File: config.mk
export PLATFORM = sky130hd
export DESIGN_NAME = tod_chain
export DESIGN_NICKNAME = d
export VERILOG_FILES = /design/src/rtl/tod_pkg.sv /design/src/rtl/tod_sync.sv /design/src/rtl/tod_bcd_pair.sv /design/src/rtl/tod_chain.sv
export SDC_FILE = /design/constraint.sdc
export NUM_CORES = 1
export LEC_CHECK = 0
export ABC_AREA = 1
export BUFFER_PORTS_ARGS = -buffer_cell sky130_fd_sc_hd__buf_2
export CAP_MARGIN = 20
export CORE_UTILIZATION = 45
export DETAILED_ROUTE_END_ITERATION = 16
export GPL_TIMING_DRIVEN = 0
export PLACE_DENSITY = 0.66
export SYNTH_ARGS = -nofsm -noshare
export SYNTH_HDL_FRONTEND = slang
export SYNTH_HIERARCHICAL = 1
export SYNTH_SLANG_ARGS = --single-unit
File: constraint.sdc
create_clock -name clk -period 7.7 [get_ports clk]
set_input_delay 1.54 -clock clk [delete_from_list [all_inputs] [get_ports clk]]
set_output_delay 1.54 -clock clk [all_outputs]
set_load 0.02 [all_outputs]
File: src/rtl/tod_pkg.sv
package tod_pkg;
    localparam int DIGIT_W = 4;
    localparam int PAIR_W  = 2 * DIGIT_W;
    localparam int NUM_PAIRS = 4;
    localparam int TIME_W  = NUM_PAIRS * PAIR_W;

    typedef logic [DIGIT_W-1:0] bcd_t;

    typedef struct packed {
        bcd_t tens;
        bcd_t units;
    } pair_t;
endpackage

File: src/rtl/tod_sync.sv
module tod_sync #(
    parameter int WIDTH = 3
) (
    input  logic             clk,
    input  logic             rst,
    input  logic [WIDTH-1:0] async_i,
    output logic [WIDTH-1:0] sync_o
);
    typedef struct packed {
        logic [WIDTH-1:0] meta;
        logic [WIDTH-1:0] stable;
    } sync_st_t;

    sync_st_t st_d, st_q;

    always_comb begin
        st_d        = st_q;
        st_d.meta   = async_i;
        st_d.stable = st_q.meta;
    end

    always_ff @(posedge clk) begin
        if (rst) st_q <= '0;
        else     st_q <= st_d;
    end

    assign sync_o = st_q.stable;

    // the output repeats the input seen two edges earlier
    a_r11_two_stage: assert property (@(posedge clk) disable iff (rst)
        1'b1 |=> ##1 (sync_o == $past(async_i, 2)));
endmodule

File: src/rtl/tod_bcd_pair.sv
module tod_bcd_pair
    import tod_pkg::*;
#(
    parameter int TENS_LAST  = 9,
    parameter int UNITS_LAST = 9
) (
    input  logic  clk,
    input  logic  rst,
    input  logic  step_i,
    input  logic  clr_i,
    input  logic  carry_gate_i,
    output pair_t value_o,
    output logic  carry_o
);
    localparam bcd_t TL   = bcd_t'(TENS_LAST);
    localparam bcd_t UL   = bcd_t'(UNITS_LAST);
    localparam bcd_t NINE = bcd_t'(9);

    pair_t st_d, st_q;
    logic  at_last;

    always_comb begin
        st_d    = st_q;
        at_last = (st_q.tens == TL) && (st_q.units == UL);
        carry_o = step_i && at_last && carry_gate_i && !clr_i;
        if (clr_i) begin
            st_d = '0;
        end else if (step_i) begin
            if (at_last) begin
                st_d = '0;
            end else if (st_q.units == NINE) begin
                st_d.units = '0;
                st_d.tens  = st_q.tens + bcd_t'(1);
            end else begin
                st_d.units = st_q.units + bcd_t'(1);
            end
        end
    end

    always_ff @(posedge clk) begin
        if (rst) st_q <= '0;
        else     st_q <= st_d;
    end

    assign value_o = st_q;

    // units digit stays a decimal digit
    a_r2_units_decimal: assert property (@(posedge clk) disable iff (rst)
        value_o.units <= NINE);
    // tens digit never passes its last value
    a_r2_tens_bound: assert property (@(posedge clk) disable iff (rst)
        value_o.tens <= TL);
    // a step at the last value returns to zero
    a_r4_wrap_zero: assert property (@(posedge clk) disable iff (rst)
        (step_i && !clr_i && value_o.tens == TL && value_o.units == UL) |=> (value_o == '0));
    // clear forces zero on the next edge
    a_r7_clear_zero: assert property (@(posedge clk) disable iff (rst)
        clr_i |=> (value_o == '0));
    // no step and no clear leaves the value alone
    a_r1_idle_hold: assert property (@(posedge clk) disable iff (rst)
        (!step_i && !clr_i) |=> $stable(value_o));
endmodule

File: src/rtl/tod_chain.sv
module tod_chain
    import tod_pkg::*;
(
    input  logic              clk,
    input  logic              rst,
    input  logic              tick_i,
    input  logic              clr_hold_i,
    input  logic              min_set_i,
    input  logic              hr_set_i,
    output logic [TIME_W-1:0] time_bcd_o,
    output logic              sec_strobe_o,
    output logic              led_o
);
    localparam int ADJ_W = 3;
    localparam int ADJ_CLR = 0;
    localparam int ADJ_MIN = 1;
    localparam int ADJ_HR  = 2;

    typedef struct packed {
        logic led;
    } top_st_t;

    top_st_t st_d, st_q;

    logic [ADJ_W-1:0] adj_s;
    pair_t cc_v, ss_v, mm_v, hh_v;
    logic  cc_carry, ss_carry, mm_carry, hh_carry;
    logic  mm_step, hh_step;

    tod_sync #(.WIDTH(ADJ_W)) u_sync (
        .clk     (clk),
        .rst     (rst),
        .async_i ({hr_set_i, min_set_i, clr_hold_i}),
        .sync_o  (adj_s)
    );

    tod_bcd_pair #(.TENS_LAST(9), .UNITS_LAST(9)) u_cc (
        .clk(clk), .rst(rst), .step_i(tick_i), .clr_i(adj_s[ADJ_CLR]),
        .carry_gate_i(1'b1), .value_o(cc_v), .carry_o(cc_carry)
    );

    tod_bcd_pair #(.TENS_LAST(5), .UNITS_LAST(9)) u_ss (
        .clk(clk), .rst(rst), .step_i(cc_carry), .clr_i(adj_s[ADJ_CLR]),
        .carry_gate_i(1'b1), .value_o(ss_v), .carry_o(ss_carry)
    );

    tod_bcd_pair #(.TENS_LAST(5), .UNITS_LAST(9)) u_mm (
        .clk(clk), .rst(rst), .step_i(mm_step), .clr_i(1'b0),
        .carry_gate_i(ss_carry), .value_o(mm_v), .carry_o(mm_carry)
    );

    tod_bcd_pair #(.TENS_LAST(2), .UNITS_LAST(3)) u_hh (
        .clk(clk), .rst(rst), .step_i(hh_step), .clr_i(1'b0),
        .carry_gate_i(mm_carry), .value_o(hh_v), .carry_o(hh_carry)
    );

    always_comb begin
        mm_step  = ss_carry || (adj_s[ADJ_MIN] && cc_carry);
        hh_step  = mm_carry || (adj_s[ADJ_HR] && cc_carry);
        st_d     = st_q;
        st_d.led = st_q.led ^ cc_carry;
    end

    always_ff @(posedge clk) begin
        if (rst) st_q <= '0;
        else     st_q <= st_d;
    end

    assign time_bcd_o   = {hh_v, mm_v, ss_v, cc_v};
    assign sec_strobe_o = cc_carry;
    assign led_o        = st_q.led;

    // strobe never lasts two cycles
    a_r10_strobe_single: assert property (@(posedge clk) disable iff (rst)
        sec_strobe_o |=> !sec_strobe_o);
    // LED inverts after a strobe
    a_r10_led_toggle: assert property (@(posedge clk) disable iff (rst)
        sec_strobe_o |=> (led_o != $past(led_o)));
    // LED holds without a strobe
    a_r10_led_hold: assert property (@(posedge clk) disable iff (rst)
        !sec_strobe_o |=> $stable(led_o));
    // hours can only move on a one-second strobe
    a_r8_hours_on_strobe: assert property (@(posedge clk) disable iff (rst)
        !sec_strobe_o |=> $stable(time_bcd_o[31:24]));
    // the day carry leaves the whole word at midnight
    a_r4_midnight: assert property (@(posedge clk) disable iff (rst)
        hh_carry |=> (time_bcd_o == '0));
endmodule

== Word level (Yosys, flattened, before mapping) ==
Index checks and enable logic that the tools add are counted.
Word-level totals
  register bits: 39
  input port bits: 6
  output and inout port bits: 34
  word-level logic and storage cells: 65
Cells by class
  $add $sub $neg: 8
  equality and inequality tests: 9
  multiplexer cells: 12
  bitwise logic cells: 1
  reductions and logical operators: 24
Operators by type and width (count)
  4-bit by 1-bit adder with 4-bit output, second input constant: 8
  4-bit two-way mux: 8
  8-bit two-way mux: 4
  4-bit == test, second input constant: 5
  1-bit logical AND: 12
  4-bit by 2-bit == test with 1-bit output, second input constant: 2
  4-bit by 3-bit == test with 1-bit output, second input constant: 2
  2-bit AND reduction: 4
  2-bit nonzero test: 4
  1-bit logical OR: 2
  2-bit OR reduction: 1
  1-bit logical NOT: 1
  1-bit bitwise XOR: 1

== Logic depth before layout (Yosys ltp) ==
  depth after elaboration: 11
  gate-level depth with buffers: 21
  depth with buffers taken out: 20

== By module ==
The synthesis kept the hierarchy.
By module, submodules not included
  tod_bcd_pair at u_cc ...: instances 3, cells an instance 62, area an instance 449.2 µm², seq. area each 160.2 µm²
  tod_bcd_pair at u_hh: instances 1, cells an instance 68, area an instance 519.2 µm², seq. area each 160.2 µm²
  tod_sync: instances 1, cells an instance 18, area an instance 165.2 µm², seq. area each 120.1 µm²
  tod_chain: instances 1, cells an instance 10, area an instance 63.8 µm², seq. area each 20.0 µm²

== Least setup slack after synthesis ==
No wires, ideal clock.
  kind: input port to flip-flop
  start point: in tick_i
  end point: reg u_hh.st_q, in the netlist u_hh/value_o[1]
  library setup time: 0.086 ns
  arrival: 4.218 ns
  required time: 7.614 ns
  slack: 3.397 ns
  stages on the path: 19
  path buffers: 1
  path through: nand2_2 -> nor2_8 -> nand3_2 -> nor3_2 -> nand2_2 -> nor2_8 -> nand3_2 -> nor3_2 -> a21o_2 -> nand2_2 -> nor2_8 -> nand3_2 -> nor3_2 -> a21o_2 -> clkbuf_8 -> nand2_1 -> inv_1 -> o21ai_0 -> a211oi_1
On the way
  word-level cells in the longest chain between the ends: 8
  elaborated cells on any way between the ends: 10
  classes of those cells: reduce/logical (10)
Ends and longest elaborated chain
  start: declaration: RTL line tod_chain.sv:6  | input logic tick_i,
  1-bit logical AND (2 in a row): RTL line tod_bcd_pair.sv:25  | carry_o = step_i && at_last && carry_gate_i && !clr_i;
  via sec_strobe_o: RTL line tod_chain.sv:11  | output logic sec_strobe_o,
  1-bit logical AND (2 in a row): RTL line tod_bcd_pair.sv:25
  via ss_carry: RTL line tod_chain.sv:27  | logic cc_carry, ss_carry, mm_carry, hh_carry;
  1-bit logical OR: RTL line tod_chain.sv:58  | mm_step = ss_carry || (adj_s[ADJ_MIN] && cc_carry);
  via mm_step: RTL line tod_chain.sv:28  | logic mm_step, hh_step;
  1-bit logical AND (2 in a row): RTL line tod_bcd_pair.sv:25
  via mm_carry: RTL line tod_chain.sv:27
  1-bit logical OR: RTL line tod_chain.sv:59  | hh_step = mm_carry || (adj_s[ADJ_HR] && cc_carry);
  via hh_step: RTL line tod_chain.sv:28
  end signal: assignment: RTL line tod_bcd_pair.sv:42  | else st_q <= st_d;
  end: declaration: RTL line tod_bcd_pair.sv:19  | pair_t st_d, st_q;
The timed path passes the listed nets, and every way through them passes these cells.
A chain may end at the register's enable or synchronous reset.

== Worst setup path in the final report ==
  start point: in tick_i
  end point: out sec_strobe_o
On the way
  word-level cells in the longest chain between the ends: 2
Ends and longest elaborated chain (RTL line)
  1-bit logical AND (2 in a row): tod_bcd_pair.sv:25
  end: declaration: tod_chain.sv:11
No other way between the ends.

==> results.md <==
Outcome:
- The run finished with clean final reports.

Detailed routing:
- In the final routing, the length of wire on met1 measures 1860 um.
- The number of vias per cell after detailed routing is roughly 4.5.
- The number of nets with antenna violations after detailed routing is 0.
- The first-pass iteration count of the detailed router is 4.
- The routed wire length is ~3600 um.
- The count of routing violations after the opening detailed-route iteration is around 70.
- Wire segments on met2 add up to roughly 1500 um in the final route.
- The number of vias after detailed routing is 1732.
- The per-cell routed wire length is 9.33 um.
- After detailed routing, no signal wire sits above met4.
- The total met3 wirelength after detailed routing is 124 um.
- The count of unresolved DRC violations after routing is 0.

Floorplanning:
- Measured along the y axis, the die boundary spans 70.0 um.
- The area of the core is roughly 0.0044 mm2.
- The horizontal extent of the die is 70.0 um.
- The initial standard-cell utilization of the core is 0.474.
- The number of placed I/O pins is 40.
- The floorplan step defined a die boundary enclosing 0.00490 mm2.
- In this run the core area contains 24 standard-cell rows.

Global route:
- The number of global-route vias before repair is 1569.
- The number of antenna violations at the first check in global routing is 0.
- The first global-routing pass estimated 6740 um of wire.
- Entering global routing, the biggest net connects 14 pins.
- For this run the aggregate overflow at the end of global routing stands at 0.
- The total global routing track utilization is 0.169.

CTS:
- The number of clock sinks seen by CTS is 39.
- The post-CTS setup-driven buffer insertion count is 0.
- Once the clock tree was built, the resizer swapped 0 gates to a different size.
- The cell chosen for the clock root is clkbuf_8.
- For the worst-skew pair, the clock arrives at the later sink with an insertion delay of 290 ps.
- No sink is reached through more buffers than the 2 on the longest clock path.
- After clock tree synthesis, the clock-pin slew on the worst setup and hold paths is 80 ps.
- CTS built an H-tree with a depth of 2.
- The number of hold-repair buffers added at the cts stage is 0.
- The number of CTS-inserted buffers is 5.
- TritonCTS built the clock tree.

Power:
- Cell internal power was estimated by the tool at about 0.27 mW.
- The maximum resistive drop on vdd is 0.0854 mV.
- The net switching fraction of the power is 0.238.
- Power comes to roughly 0.36 mW.
- The combinational share of power is 0.044.
- The power density over cell area is between 100 and 150 mW/mm2.
- The static leakage power is approximately 1.2 nW.
- The clock network power share is 0.380.
- The share of total power dissipated in sequential elements is 0.576.
- The switching component of the power is 0.0848 mW.

Timing:
- The transition at the pin with the smallest max-transition slack is 682 ps.
- The relative max-transition margin is 0.543.
- Setup repair after global routing left no endpoint under its margin.
- The number of pins with negative max-slew slack in the final report is 0.
- In the final timing run, aggregate negative setup slack is 0 ps.
- The number of setup violations in the final report is 0.
- Timing would allow up to 228 MHz.
- In the finished design, the share of the clock period the worst path needs comes to 0.570.
- The clock skew is 4.98 ps.
- The minimum clock period after layout is 4390 ps.
- The hold violation total from the final report is 0.
- The worst path setup slack after routing is between 3000 and 4000 ps.

Worst setup path:
- In this design, the stage delay of the slowest critical-path cell is ~530 ps.
- STA classifies the critical path endpoint as an output pin.
- The worst setup path is of the in2out kind.
- The arrival time at the worst endpoint is 2850 ps.
- The highest net fanout along the worst path is 11.
- The critical path required time is 6160 ps.
- The slowest library cell on the worst path is nor3_2.
- In this design, the largest share of critical-path delay is due to simple AND/OR/NAND/NOR gates.
- The capture point of the worst reg-to-reg path is u_hh/value_o[1]$_SDFFE_PP0P_.
- Across all register-to-register paths, the minimum setup slack is around 4200 ps.
- The critical path goes through buf_2, nand2_2, nor2_8, nand3_2, nor3_2, buf_2.
- In this run the critical register-to-register path is launched from u_cc/value_o[1]$_SDFFE_PP0P_.
- The number of cells on the worst reg-to-reg path is 21.
- The dominant cell type by count on the critical path is buf_2.
- The buffer and inverter count on the worst path is 2.
- The kind of start point of the critical path is a primary input.

Final layout:
- The number of nets in the finished design is 349.
- The share of layout cells above drive strength 1 is 0.258.
- The area growth from synthesis to layout is 17.3%.
- The antenna diode count is 0.

Placement:
- Routability-driven placement finished with a final weighted congestion of about 0.74.
- The final HPWL from detailed placement is 2680 um.
- Input and output buffers added on the ports amount to 39.
- Timing analysis after detailed placement gives a worst setup slack of slightly above 3000 ps.

Min path:
- The worst hold path class is reg2reg.
- The worst hold path passes through 2 cells.
- The endpoint of the worst hold-timing path is u_sync/sync_o[2]$_SDFF_PP0_.
- The hold path startpoint is u_sync/st_d[2]$_SDFF_PP0_.

Synth:
- Dividing the synthesized area by the synthesized cell count gives approximately 7.4 um2.
- After synthesis the cells add up to approximately 0.0021 mm2.
- The Yosys step of the flow raised 6 warnings.
- In the synthesized netlist, the number of instances is between 200 and 300.

Job:
- The total of max-cap violations is 0.
## registers in the layout, indices dropped and copies added, names as in the netlist
signal         count
u_sync/sync_o      3
u_sync/st_d        3
led_o              1
u_ss/value_o       8
u_mm/value_o       8
u_hh/value_o       8
u_cc/value_o       8
## worst max path at each step
stage                       from                           end  slack (ps)  cells after the start
after floorplan           tick_i  u_hh/value_o[1]$_SDFFE_PP0P_        3430                     19
after global placement    tick_i  u_hh/value_o[1]$_SDFFE_PP0P_        3080                     20
after detailed placement  tick_i  u_hh/value_o[1]$_SDFFE_PP0P_        3050                     20
after CTS                 tick_i                  sec_strobe_o        3290                      6
after global routing      tick_i  u_hh/value_o[1]$_SDFFE_PP0P_        3020                     20
final                     tick_i                  sec_strobe_o        3310                      6
## through the flow
step / area, um2 / util / instances / hold slack, ps
2_1_floorplan: 2090 / - / 283 / 388
3_3_place_gp: 2350 / 0.536 / 374 / 390
3_5_place_dp: 2350 / 0.536 / 374 / 395
4_1_cts: 2440 / 0.557 / 382 / 401
5_1_grt: 2440 / 0.557 / 382 / 425
6_report: 2440 / 0.557 / 382 / 399
## layout make-up
cell class	instances	area, um2
plain buffers	2	18.8
clock buffers	5	68.8
clock inverters	3	20.0
fillers	453	1940
inverters	45	169
multi-input cells	197	1120
flip-flops and latches	39	781
well taps	52	65.1
repair buffers	39	195
## worst reg2reg max path, cell delays in order, from the launching register on
cell	delay, ps
dfxtp_1	360
inv_1	70
ha_1	130
nand2_1	120
nor2_8	190
nand3_2	110
nor3_2	530
nand2_2	190
nor2_8	180
nand3_2	110
nor3_2	160
a21o_2	180
nand2_2	100
nor2_8	150
nand3_2	120
nor3_2	110
a21o_2	120
clkbuf_8	170
nand2_1	60
inv_1	60
o21ai_0	70
a211oi_1	160
## power by group through the flow
| stage | clock (mW) | combinational, mW | sequential, mW |
|---|---|---|---|
| final | 0.136 | 0.0156 | 0.206 |
| after CTS | 0.142 | 0.0158 | 0.206 |
| after detailed placement | 0 | 0.0158 | 0.211 |
| after global routing | 0.150 | 0.0183 | 0.206 |
| after global placement | 0 | 0.0156 | 0.210 |
| after floorplan | 0 | 0.00947 | 0.211 |
## placed cells by master (no fill, tap or decap)
master      count
nor2_4          1
nand2_4         3
inv_1          37
clkinvlp_4      2
a31oi_1         3
nor2_1         48
o21ai_1         3
o211a_1         1
o21ai_0         4
xor2_1          5
nand3_1        12
clkbuf_8        6
dfxtp_1        39
a211oi_1        1
nand2_1        61
clkinv_2        1
a21o_2          2
or2_0           1
a21oi_2         4
clkbuf_2        1
nand2_2         7
nor2_8          3
nor3_2          3
ha_1           14
buf_2          39
nand4_1         7
nor3_1          4
inv_2           8
nor2_2          2
nand3_2         3
conb_1          5
## routing by layer
metal  up-vias  global-route usage
met4         0              0.0733
met2        26               0.249
met3         7              0.0346
met1       743               0.237
li1        956                   -
met5         -                   0
(Power assumes the default switching activity.)
